### src/rtl/mmc_pkg.sv
package mmc_pkg;
  typedef enum logic [1:0] {
    STEP_NONE = 2'd0,
    STEP_UP   = 2'd1,
    STEP_DOWN = 2'd2
  } step_e;
endpackage

### src/rtl/qd_sync.sv
module qd_sync #(
  parameter int W = 4
) (
  input  logic         clk,
  input  logic         rst_n,
  input  logic [W-1:0] din,
  output logic [W-1:0] dout
);
  logic [W-1:0] meta;

  for (genvar i = 0; i < W; i++) begin : g_bit
    always_ff @(posedge clk or negedge rst_n) begin
      if (!rst_n) begin
        meta[i] <= 1'b0;
        dout[i] <= 1'b0;
      end else begin
        meta[i] <= din[i];
        dout[i] <= meta[i];
      end
    end
  end
endmodule

### src/rtl/qd_decode.sv
module qd_decode
  import mmc_pkg::*;
(
  input  logic       clk,
  input  logic       rst_n,
  input  logic [1:0] ab,     // {A, B}, synchronised
  output step_e      step
);
  logic [1:0] prev;

  always_ff @(posedge clk or negedge rst_n) begin
    if (!rst_n) prev <= 2'b00;
    else        prev <= ab;
  end

  // Count on the second rising line of a pulse.
  always_comb begin
    step = STEP_NONE;
    if (prev == 2'b10 && ab == 2'b11) step = STEP_UP;
    else if (prev == 2'b01 && ab == 2'b11) step = STEP_DOWN;
  end

  // a change of both lines in one sample never yields a step
  assert_both_change_R8: assert property (@(posedge clk) disable iff (!rst_n)
    ((prev ^ ab) == 2'b11) |-> (step == STEP_NONE));
endmodule

### src/rtl/qd_accum.sv
module qd_accum
  import mmc_pkg::*;
#(
  parameter int CW = 8
) (
  input  logic          clk,
  input  logic          rst_n,
  input  step_e         step,
  input  logic          clr,
  output logic [CW-1:0] cnt
);
  localparam logic [CW-1:0] MAXV = {1'b0, {(CW-1){1'b1}}};
  localparam logic [CW-1:0] MINV = {1'b1, {(CW-1){1'b0}}};
  localparam logic [CW-1:0] ONE  = {{(CW-1){1'b0}}, 1'b1};

  logic [CW-1:0] base, nxt;

  always_comb begin
    base = clr ? '0 : cnt;
    nxt  = base;
    if (step == STEP_UP && base != MAXV)        nxt = base + ONE;
    else if (step == STEP_DOWN && base != MINV) nxt = base - ONE;
  end

  always_ff @(posedge clk or negedge rst_n) begin
    if (!rst_n) cnt <= '0;
    else        cnt <= nxt;
  end

  assert_hold_R5: assert property (@(posedge clk) disable iff (!rst_n)
    (!clr && step == STEP_NONE) |=> $stable(cnt));
  assert_sat_hi_R6: assert property (@(posedge clk) disable iff (!rst_n)
    (!clr && cnt == MAXV && step == STEP_UP) |=> (cnt == MAXV));
  assert_sat_lo_R6: assert property (@(posedge clk) disable iff (!rst_n)
    (!clr && cnt == MINV && step == STEP_DOWN) |=> (cnt == MINV));
  assert_clear_keeps_step_R7: assert property (@(posedge clk) disable iff (!rst_n)
    clr |=> (($past(step) == STEP_NONE && cnt == '0) ||
             ($past(step) == STEP_UP   && cnt == ONE) ||
             ($past(step) == STEP_DOWN && cnt == '1)));
endmodule

### src/rtl/mouse_motion_counter.sv
module mouse_motion_counter
  import mmc_pkg::*;
#(
  parameter int CW   = 8,
  parameter int NBTN = 2
) (
  input  logic            clk,
  input  logic            rst_n,
  input  logic            x_a,
  input  logic            x_b,
  input  logic            y_a,
  input  logic            y_b,
  input  logic [NBTN-1:0] btn_raw,
  input  logic            rd_ready,
  output logic            rd_valid,
  output logic [CW-1:0]   rd_dx,
  output logic [CW-1:0]   rd_dy,
  output logic [NBTN-1:0] btn_state
);
  localparam int NAX = 2;
  localparam int SW  = 2 * NAX + NBTN;

  logic [SW-1:0] raw_vec, sync_vec;
  logic          take;
  logic [1:0]    ab_s [NAX];
  step_e         steps [NAX];
  logic [CW-1:0] cnts [NAX];

  assign raw_vec = {btn_raw, y_a, y_b, x_a, x_b};

  qd_sync #(.W(SW)) u_sync (
    .clk (clk), .rst_n (rst_n), .din (raw_vec), .dout (sync_vec)
  );

  assign take = rd_valid & rd_ready;

  for (genvar k = 0; k < NAX; k++) begin : g_axis
    assign ab_s[k] = sync_vec[2*k +: 2];
    qd_decode u_dec (
      .clk (clk), .rst_n (rst_n), .ab (ab_s[k]), .step (steps[k])
    );
    qd_accum #(.CW(CW)) u_acc (
      .clk (clk), .rst_n (rst_n), .step (steps[k]), .clr (take), .cnt (cnts[k])
    );
  end

  always_ff @(posedge clk or negedge rst_n) begin
    if (!rst_n) rd_valid <= 1'b0;
    else        rd_valid <= 1'b1;
  end

  assign rd_dx     = cnts[0];
  assign rd_dy     = cnts[1];
  assign btn_state = sync_vec[SW-1 -: NBTN];

  assert_valid_stays_R11: assert property (@(posedge clk) disable iff (!rst_n)
    rd_valid |=> rd_valid);
  assert_btn_delay_R10: assert property (@(posedge clk) disable iff (!rst_n)
    $rose(rd_valid) |-> ##2 (btn_state == $past(btn_raw, 2)));
endmodule

### config.mk
export PLATFORM = sky130hd
export DESIGN_NAME = mouse_motion_counter
export DESIGN_NICKNAME = d
export VERILOG_FILES = /design/src/rtl/mmc_pkg.sv /design/src/rtl/qd_sync.sv /design/src/rtl/qd_decode.sv /design/src/rtl/qd_accum.sv /design/src/rtl/mouse_motion_counter.sv
export SDC_FILE = /design/constraint.sdc
export NUM_CORES = 1
export LEC_CHECK = 0
export BUFFER_PORTS_ARGS = -buffer_cell sky130_fd_sc_hd__buf_4
export CAP_MARGIN = 25
export CORE_MARGIN = 2
export CORE_UTILIZATION = 50
export DETAILED_ROUTE_END_ITERATION = 10
export GPL_ROUTABILITY_DRIVEN = 0
export PLACE_DENSITY = 0.75
export SLEW_MARGIN = 0
export SYNTH_ARGS = -nofsm -noshare
export SYNTH_HDL_FRONTEND = slang
export SYNTH_SLANG_ARGS = --single-unit
### constraint.sdc
create_clock -name clk -period 2.5 [get_ports clk]
set_input_delay 0.5 -clock clk [delete_from_list [all_inputs] [get_ports clk]]
set_output_delay 0.5 -clock clk [all_outputs]
set_load 0.03 [all_outputs]
## Yosys cells after proc, flatten, opt, wreduce, memory -nomap -nowiden

Cells that the tools add are included.

- Register bits after elaboration: 33
- Input port bits: 9

- $add $sub $neg: 4
- Eq/ne operators: 14
- Muxes and demuxes: 10
- Bitwise logic cells: 1
- Reduce and logical (&&, ||, !) cells: 8

Operators with widths:

| cell | number |
|---|---|
| 8-bit 2-to-1 mux | 6 |
| 8-bit by 1-bit adder with 8-bit output (second input constant) | 2 |
| 8-bit by 7-bit != test with 1-bit output (second input constant) | 2 |
| 8-bit != test (second input constant) | 2 |
| 8-bit by 1-bit subtractor with 8-bit output (second input constant) | 2 |
| 2-bit == test (second input constant) | 6 |
| 2-bit by 1-bit == test with 1-bit output (second input constant) | 4 |
| 1-bit logical AND | 8 |
| 2-bit 2-to-1 mux | 4 |
| 1-bit AND | 1 |

## Longest topological paths before layout

Gate-level depths: netlist (run 1).

- Depth after elaboration: 8
- Gate-level depth with buffers: 10
- Depth with buffers taken out: 9

## By module

A second synthesis (run 1) with hierarchy kept.

- Cells, all modules: 203
- Area, all modules: 1991.9 µm²

By module, submodules not included:

| module | instances | cells an instance | area each (µm²) |
|---|---|---|---|
| qd_accum | 2 | 90 | 758.2 |
| qd_sync | 1 | 12 | 300.3 |
| qd_decode | 2 | 4 | 70.1 |
| mouse_motion_counter | 1 | 3 | 35.0 |

## Worst setup path after synthesis (run 1)

OpenSTA, ideal clock, no wires.

- Path kind: reg-to-reg
- Start point: reg rd_valid
- End point: reg g_axis[0].u_acc.cnt[7]
- Setup time: 0.146 ns
- Arrival time: 2.582 ns
- Setup slack: -0.228 ns
- Stages on the path, launching flop included: 11
- Clock period less this slack: 2.728 ns
- Cells stage by stage: dfrtp_1 -> nand2_1 -> clkbuf_1 -> nand2_1 -> inv_1 -> ha_1 -> and4_4 -> a31o_4 -> or4_4 -> mux2i_1 -> o221ai_1

- Cells in the longest elaborated chain, start to end: 6

Ends and longest elaborated chain:

| element | RTL line | source |
|---|---|---|
| start: declaration | mouse_motion_counter.sv:15 | `output logic rd_valid,` |
| start signal: assignment | mouse_motion_counter.sv:48 | `if (!rst_n) rd_valid <= 1'b0;` |
| start signal: assignment | mouse_motion_counter.sv:49 | `else rd_valid <= 1'b1;` |
| 1-bit AND * | mouse_motion_counter.sv:35 | `assign take = rd_valid & rd_ready;` |
| 8-bit 2-to-1 mux * | qd_accum.sv:19 | `base = clr ? '0 : cnt;` |
| branches (longest 3 deep; another with 8-bit by 1-bit subtractor with 8-bit output) | - |  |
| 8-bit 2-to-1 mux * | qd_accum.sv:21 | `if (step == STEP_UP && base != MAXV) nxt = base + ONE;` |
| via g_axis[0].u_acc.nxt[7] | qd_accum.sv:16 | `logic [CW-1:0] base, nxt;` |
| end signal: assignment | qd_accum.sv:27 | `else cnt <= nxt;` |
| end: declaration | qd_accum.sv:10 | `output logic [CW-1:0] cnt` |

Mark *: on every way through the listed nets, which the timed path passes.

## Final worst setup path (run 1)

- Start point: reg rd_valid
- End point: reg g_axis[1].u_acc.cnt[6]

- Cells in the longest elaborated chain, start to end: 6

Ends and longest elaborated chain:

| element | RTL line |
|---|---|
| 1-bit AND * | mouse_motion_counter.sv:35 |
| 8-bit 2-to-1 mux * | qd_accum.sv:19 |
| branches (longest 3 deep; another with 8-bit by 1-bit subtractor with 8-bit output) | - |
| 8-bit 2-to-1 mux * | qd_accum.sv:21 |
| via g_axis[1].u_acc.nxt[6] | qd_accum.sv:16 |
| end signal: assignment | qd_accum.sv:27 |
| end: declaration | qd_accum.sv:10 |

Marks and branches as above.

==> run metrics, run 1 <==
drt total wl=3920 um; Int Pwr=1.21 mW; synthesized flop and latch total=33; synthesized cell area=1790 um^2; final hold violations=0; Syn-to-layout area delta=20.9%; Die Width=63.8 um; Sw Pwr=0.759 mW; global route total overflow=0; final worst path period need=2.25 ns; Worst setup SP type=flop; Async S/R FF share, synth=100%; initial antenna violation count=0; vias in the first global route=1520; setup_tns=0 ns; ys flop type=dfrtp_1; post-CTS sizing=0; Final period util=90.0%; IO Count=28; die area=4070 um^2; outcome=complete, no violations; share of power burned in combinational logic=35.3%; placed cell area=2050 um^2; Design Power=1.97 mW; depth of the CTS H-tree=2; Clock Latency Late Sink=0.35 ns; share of layout cells above drive strength 1=21.6%; commonest cells after routing, fill and taps aside=dfrtp_1 (32), buf_4 (32), nand2_1 (23); post-CTS setup buffer count=0; Reg area=827 um^2; DRC=0; CTS buffer count=5; pwr dens=913 nW/um^2; part of the power in registers=38.5%; top cell type's share of synthesized area=46.2%; filler instances=272; Final Util=63.8%; type of the worst min-delay path=input port to asynchronous set/reset pin; Setup crit end kind=flop; Reg2Reg Setup Slack=0.25 ns; crit path max fanout=12; Net Sw Frac=38.5%; Finished Cell Area=2160 um^2; Root Buffer=clkbuf_4; max-slew violations=0; EDFF count, synth=0; Setup-failing EPs final=0; Ys Warns=0; Clock Path Buffers=2; max_cap viols=0; synth unique cells=49; hold slack=0.0577 ns; antenna viol nets, final=0; global-route wire length before repair=6850 um; Worst VDD drop=0.000466 V; total track usage=21.3%; largest net degree at the start of global routing=34; R2R depth=9; Lkg Pwr=0.989 nW; worst reg2reg endpoint=g_axis[1].u_acc.cnt[6]; RSZ-0062 raised after global routing=no; Die Height=63.8 um; Synth Net Count=201; Core Box Area=3390 um^2; f_max=445 MHz; Routed WL per cell=14.9 um; critical path type=flop to flop; # diodes=0; I/O Buffers=27; DR vias=1572; row count=21; CTS Hold Bufs=0; share of power burned in the clock network=26.2%; FF-to-FF Start=rd_valid; CTS tree=built; largest cells by area after synthesis=dfrtp_1 (46%), nand2_1 (5.0%), ha_1 (4.2%); syn avg cell area=9.61 um^2; Post-DP HPWL=2810 um; area of the multi-input gates=896 um^2; Clock Sinks=33; drt initial violations=128; clk_skew=0.0180 ns; sequential element share of the synthesized area=46.2%; Critical Path RT=2.74 ns; Worst EP arrival=2.49 ns; Initial Utilization=52.7%; Clock transition at path regs=0.12 ns; Gate Count Post-Synth=186; post-synth top area cell=dfrtp_1; via-per-instance ratio=5.95; 1st-pass router iterations=4; final net count=232
-- synthesized netlist by cell type, types with 4 or more instances --
cell type  count
nor4_1         4
nand3_1       12
nor2_1        11
inv_1          9
xnor2_1        4
nand4_1        4
o221ai_1       4
a21oi_1       11
clkbuf_1       5
nand2_1       24
dfrtp_1       33
ha_1           6
o21ai_1        4
-- kinds of logic (layout without fill, tap and decap cells) --
kind of cell    Yosys count  after routing  share of synthesized area [%]
compound gates           45             45                           18.8
xor+xnor                  4              4                           1.96
fa+ha+maj                 6              6                           4.20
buf+inv                  17             49                           4.06
flops                    33             33                           46.2
mux                       4              4                           2.31
other cells               1              1                          0.210
simple gates             76             76                           22.2
-- worst max-delay path: stages, from the launching register on --
cell      delay [ns]
dfrtp_2         0.46
nand2_4         0.09
buf_4           0.18
nand2_1         0.13
ha_1            0.21
nor2b_1         0.13
a41oi_2         0.41
a21oi_1         0.12
a221oi_1        0.28
xnor2_1         0.12
-- metal layers --
metal | wire length [um] | vias up | GRT usage (%)
met2 | 1850 | 82 | 33.7
li1 | - | 749 | -
met4 | 48 | 0 | 7.34
met3 | 323 | 8 | 6.51
met5 | 0 | - | 0
met1 | 1700 | 733 | 27.8
-- through the flow --
stage | cells | setup WS [ns]
floorplan | 186 | 0.0161
global placement | 256 | 0.149
detailed placement | 256 | 0.0784
CTS | 264 | 0.256
global route | 264 | 0.0789
finish | 264 | 0.250
-- worst max-delay path by stage --
stage	from	to	cells past startpoint
floorplan	rd_valid	g_axis[0].u_acc.cnt[7]	10
global route	rd_valid	g_axis[1].u_acc.cnt[6]	9
finish	rd_valid	g_axis[1].u_acc.cnt[6]	9
global placement	rd_ready	g_axis[1].u_acc.cnt[6]	10
detailed placement	rd_ready	g_axis[1].u_acc.cnt[6]	10
CTS	rd_valid	g_axis[1].u_acc.cnt[6]	9
-- cell type report --
class / count / share of cell area (%)
well taps: 46 / 2.66
repair buffers: 32 / 11.1
flip-flops and latches: 33 / 38.3
clock inverters: 3 / 3.18
inverters: 9 / 1.56
multi-input cells: 136 / 41.5
clock buffers: 5 / 1.74
-- registers in the layout, summed over array words and instances (netlist names) --
signal	cells
rd_valid	1
g_axis.u_acc.cnt	16
g_axis.u_dec.prev	4
u_sync.dout	6
u_sync.meta	6
-- power groups by stage --
stage          registers, mW  clock network [mW]  logic, mW
2_1_floorplan          0.857                   0      0.354
3_3_place_gp           0.758                   0      0.672
3_5_place_dp           0.766                   0      0.691
4_1_cts                0.755               0.529      0.695
5_1_grt                0.775               0.549      0.763
6_report               0.759               0.516      0.697
No activity file was read; power rests on OpenSTA's default activity.
==> run 2, diff against run 1 <==
Settings changed: CORE_UTILIZATION 50 to 52, PLACE_DENSITY 0.75 to 0.74.
Clock period 2.5 ns to 2.8 ns, I/O delays scaled along.
==> run metrics, run 2 (synthesis results as in run 1) <==
1st-pass router iterations=5 (was 4); CTS Hold Bufs=0 (unchanged); setup_tns=0 ns (unchanged); max_cap viols=0 (unchanged); Core Box Area=3310 um^2 (was 3390 um^2); Root Buffer=clkbuf_4 (unchanged); total track usage=22.1% (was 21.3%); Setup-failing EPs final=0 (unchanged); Routed WL per cell=15.4 um (was 14.9 um); post-CTS setup buffer count=0 (unchanged); Worst setup SP type=flop (unchanged); Lkg Pwr=0.966 nW (was 0.989 nW); global-route wire length before repair=6910 um (was 6850 um); critical path type=flop to flop (unchanged); Top reg by flops=g_axis.u_acc.cnt (unchanged); final net count=230 (was 232); Clock Latency Late Sink=0.35 ns (about the same); die area=3920 um^2 (was 4070 um^2); DRC=0 (unchanged); drt total wl=4040 um (was 3920 um); CTS tree=built (unchanged); max reg flops=16 (unchanged); Setup crit end kind=flop (unchanged); RSZ-0062 raised after global routing=no (unchanged); Syn-to-layout area delta=18.4% (was 20.9%); placed cell count=254 (was 256); f_max=419 MHz (was 445 MHz); global route total overflow=0 (unchanged); Initial Utilization=54.0% (was 52.7%); met3 wire len=404 um (was 323 um); area of the multi-input gates=888 um^2 (was 896 um^2); final hold violations=0 (unchanged); met2 WL=1890 um (was 1850 um); Critical Path RT=3.02 ns (was 2.74 ns); non-filler cells, final=262 (was 264); IO Count=28 (unchanged); commonest cells after routing, fill and taps aside=dfrtp_1 (33), buf_4 (30), nand2_1 (24) (was dfrtp_1 (32), buf_4 (32), nand2_1 (23)); type of the worst min-delay path=input port to asynchronous set/reset pin (unchanged); max layer used=met4 (unchanged); CTS buffer count=5 (unchanged); drt initial violations=194 (was 128); filler instances=272 (unchanged); Die Width=62.6 um (was 63.8 um); Post-DP HPWL=2790 um (was 2810 um); Final Util=63.9% (was 63.8%); Die Height=62.6 um (was 63.8 um); Clock Sinks=33 (unchanged); largest net degree at the start of global routing=34 (unchanged); Worst EP arrival=2.61 ns (was 2.49 ns); depth of the CTS H-tree=2 (unchanged); most common cell after layout, fill and taps aside=dfrtp_1; DR vias=1656 (was 1572); Final period util=85.3% (was 90.0%); Metal-1 WL=1650 um (was 1700 um); antenna viol nets, final=0 (unchanged); share of layout cells above drive strength 1=19.4% (was 21.6%); outcome=complete, no violations (unchanged); Worst VDD drop=0.000314 V (was 0.000466 V); initial antenna violation count=0 (unchanged); Reg area=826 um^2 (was 827 um^2); final worst path period need=2.39 ns (was 2.25 ns); vias in the first global route=1550 (was 1520); post-CTS sizing=0 (unchanged); Clock Path Buffers=2 (unchanged); crit path max fanout=24 (was 12); I/O Buffers=27 (unchanged); pwr dens=789 nW/um^2 (was 913 nW/um^2); # diodes=0 (unchanged); row count=21 (unchanged); clk_skew=0.0259 ns (was 0.0180 ns); hold slack=0.120 ns (was 0.0577 ns); max-slew violations=0 (unchanged); biggest regs=g_axis.u_acc.cnt x16, u_sync.dout x6, u_sync.meta x6 (unchanged); via-per-instance ratio=6.32 (was 5.95); Clock transition at path regs=0.12 ns (about the same)
run 2: cell types whose count changed in the layout (fill, tap and decap cells not counted):
| cell | delta |
|---|---|
| dfrtp_2 | -1 |
| nand2_1 | +1 |
| clkbuf_8 | +1 |
| inv_6 | -1 |
| dfrtp_1 | +1 |
| nand2_4 | -1 |
| bufinv_16 | -1 |
| buf_4 | -2 |
| clkbuf_1 | +1 |
run 2: worst max-delay path, stage by stage, from the launching register on:
cell	delay [ns]
dfrtp_1	0.43
nand2_1	0.14
buf_4	0.27
nand2_1	0.16
ha_1	0.22
nor2b_1	0.13
a41oi_2	0.39
nand3_1	0.17
a311o_1	0.35
run 2: final cells by class:
type / count / share of cell area (%)
multi-input cells: 136 / 42.0
inverters: 9 / 1.60
clock buffers: 7 / 2.60
well taps: 46 / 2.72
repair buffers: 30 / 10.6
clock inverters: 1 / 1.42
flip-flops and latches: 33 / 39.0
run 2: through the flow:
step,power (mW),setup WS [ns],instance area [um^2]
after floorplan,1.08,0.0715,1790
after global placement,1.26,0.256,2030
after detailed placement,1.29,0.191,2030
after CTS,1.66,0.417,2120
after global routing,1.77,0.238,2120
final,1.67,0.413,2120
run 2: worst paths after layout:
path / start / endpoint / slack (ns) / cells past startpoint
worst max-delay path: rd_valid / g_axis[1].u_acc.cnt[7] / 0.41 / 8
worst min-delay path: rst_n / g_axis[0].u_acc.cnt[6] / 0.12 / 1
worst max register to register: rd_valid / g_axis[1].u_acc.cnt[7] / 0.41 / 8
worst min register to register: u_sync.meta[1] / u_sync.dout[1] / 0.36 / 0
max in group asynchronous: rst_n / u_sync.dout[1] / 2.35 / 1
min in group clk: y_a / u_sync.meta[3] / 0.33 / 1
run 2: power breakdown:
group	leakage (nW)	total, mW	switching (mW)	internal (mW)
registers	0.408	0.679	0.129	0.550
clock network	0.0455	0.375	0.162	0.213
logic	0.512	0.615	0.373	0.241
run 2: routing by layer:
| layer | GRT usage [%] | vias up |
|---|---|---|
| met5 | 0 | - |
| met4 | 11.4 | 0 |
| met3 | 5.05 | 22 |
| met2 | 34.0 | 118 |
| met1 | 29.2 | 777 |
| li1 | - | 739 |
==> run 3, diff against run 2 <==
Settings changed: TNS_END_PERCENT set to 20.
Clock period 2.8 ns to 2.52 ns, I/O delays scaled along.
==> run metrics, run 3 (synthesis results as in run 1) <==
Clock Latency Late Sink=0.34 ns (was 0.35 ns); Final period util=89.6% (was 85.3%); post-CTS setup buffer count=0 (unchanged); Worst setup SP type=flop (unchanged); max-slew violations=0 (unchanged); max_cap viols=0 (unchanged); Finished Cell Area=2100 um^2 (was 2120 um^2); share of power burned in the clock network=16.6% (was 22.5%); outcome=complete, no violations (unchanged); biggest regs=g_axis.u_acc.cnt x16, u_sync.dout x6, u_sync.meta x6 (unchanged); largest net degree at the start of global routing=34 (unchanged); # diodes=0 (unchanged); row count=21 (unchanged); Lkg Pwr=0.961 nW (was 0.966 nW); global route total overflow=0 (unchanged); Initial Utilization=54.0% (unchanged); critical path type=flop to flop (unchanged); share of layout cells above drive strength 1=21.1% (was 19.4%); Root Buffer=clkbuf_4 (unchanged); max reg flops=16 (unchanged); total track usage=23.7% (was 22.1%); Clock Path Buffers=2 (unchanged); Net Sw Frac=42.8% (was 39.8%); pwr dens=829 nW/um^2 (was 789 nW/um^2); CP Cell Sequence=nand2_2, nand2_1, inv_1, ha_1, and4_4, a31o_4, or4_4, mux2i_1, o221ai_1 (was nand2_1, buf_4, nand2_1, ha_1, nor2b_1, a41oi_2, nand3_1, a311o_1); max incr delay on CP=0.48 ns (was 0.43 ns); antenna viol nets, final=0 (unchanged); f_max=443 MHz (was 419 MHz); CTS buffer count=5 (unchanged); Critical Path RT=2.73 ns (was 3.02 ns); vias in the first global route=1617 (was 1550); depth of the CTS H-tree=2 (unchanged); crit path max fanout=5 (was 24); via-per-instance ratio=6.11 (was 6.32); setup_tns=0 ns (unchanged); drt initial violations=99 (was 194); Post-DP HPWL=2890 um (was 2790 um); hold slack=0.0762 ns (was 0.120 ns); RSZ-0062 raised after global routing=no (unchanged); IO Count=28 (unchanged); Die Width=62.6 um (unchanged); Top reg by flops=g_axis.u_acc.cnt (unchanged); Int Pwr=0.995 mW (was 1.00 mW); Routed WL per cell=15.8 um (was 15.4 um); 1st-pass router iterations=4 (was 5); Crit-path slowest cell=or4_4 (was dfrtp_1); Clock transition at path regs=0.11 ns (was 0.12 ns); I/O Buffers=27 (unchanged); DRC=0 (unchanged); Clock Sinks=33 (unchanged); Setup-failing EPs final=0 (unchanged); DR vias=1613 (was 1656); share of power burned in combinational logic=40.0% (was 36.8%); commonest cells after routing, fill and taps aside=dfrtp_1 (32), buf_4 (32), nand2_1 (23) (was dfrtp_1 (33), buf_4 (30), nand2_1 (24)); type of the worst min-delay path=input port to asynchronous set/reset pin (unchanged); Design Power=1.74 mW (was 1.67 mW); CTS Hold Bufs=0 (unchanged); clk_skew=0.0170 ns (was 0.0259 ns); CTS tree=built (unchanged); placed cell area=2050 um^2 (was 2030 um^2); Worst VDD drop=0.000334 V (was 0.000314 V); Syn-to-layout area delta=17.6% (was 18.4%); Sw Pwr=0.746 mW (was 0.664 mW); final hold violations=0 (unchanged); final worst path period need=2.26 ns (was 2.39 ns); die area=3920 um^2 (unchanged); placed cell count=256 (was 254); Setup crit end kind=flop (unchanged); Worst EP arrival=2.47 ns (was 2.61 ns); post-CTS sizing=0 (unchanged); Core Box Area=3310 um^2 (unchanged); Die Height=62.6 um (unchanged); drt total wl=4170 um (was 4040 um); critical path buffer and inverter count=1 (unchanged); final net count=232 (was 230); part of the power in registers=43.3% (was 40.7%); global-route wire length before repair=7380 um (was 6910 um); non-filler cells, final=264 (was 262); initial antenna violation count=0 (unchanged); critical path's top delay family=simple AND/OR/NAND/NOR gates (was compound AO/OA/AOI/OAI gates)
-- run 3: changes by cell type in the layout (fill, tap and decap cells not counted), sizes merged --
cell	previous run	this run
clkinv	0	2
bufinv	1	0
clkbuf	7	6
buf	30	32
-- run 3: path summary, 6_finish.rpt --
| kind | from | end | slack, ns | depth (start not counted) |
|---|---|---|---|---|
| max | rd_valid | g_axis[0].u_acc.cnt[7] | 0.26 | 9 |
| min | rst_n | g_axis[0].u_acc.cnt[7] | 0.08 | 1 |
| max reg2reg | rd_valid | g_axis[0].u_acc.cnt[7] | 0.26 | 9 |
| min reg2reg | u_sync.meta[0] | u_sync.dout[0] | 0.36 | 0 |
| max in group asynchronous | rst_n | u_sync.dout[0] | 2.13 | 1 |
| min in group clk | y_b | u_sync.meta[2] | 0.27 | 1 |
-- run 3: layer usage --
layer | vias to the layer above | global-route usage [%] | part of all wire, %
met5 | - | 0 | 0
met1 | 769 | 30.5 | 43
li1 | 745 | - | -
met3 | 20 | 5.59 | 6.6
met2 | 79 | 38.6 | 48
met4 | 0 | 9.44 | 2.7
-- run 3: area by class of cell --
type	instances	area, um^2
well taps	46	57.6
clock buffers	6	41.3
clock inverters	2	10.0
fillers	297	1210
inverters	9	33.8
flip-flops and latches	33	827
repair buffers	32	240
multi-input cells	136	891
-- run 3: metrics by stage --
step / utilization [%] / setup WS (ns)
after detailed placement: 61.9 / 0.0945
after global routing: 63.5 / 0.0870
after CTS: 63.5 / 0.270
final: 63.5 / 0.261
after floorplan: - / 0.00176
after global placement: 61.9 / 0.141
-- run 3: worst reg2reg max path, stage by stage (launching register included) --
cell and delay, ns:
dfrtp_2 0.42, nand2_2 0.09, nand2_1 0.09, inv_1 0.07, ha_1 0.24, and4_4 0.22
a31o_4 0.25, or4_4 0.48, mux2i_1 0.15, o221ai_1 0.14
-- run 3: power groups by stage --
stage / Clock, mW / Combinational (mW) / Sequential, mW
after floorplan: 0 / 0.350 / 0.850
after global placement: 0 / 0.666 / 0.754
after detailed placement: 0 / 0.690 / 0.760
after CTS: 0.298 / 0.695 / 0.750
after global routing: 0.329 / 0.766 / 0.773
final: 0.289 / 0.697 / 0.755
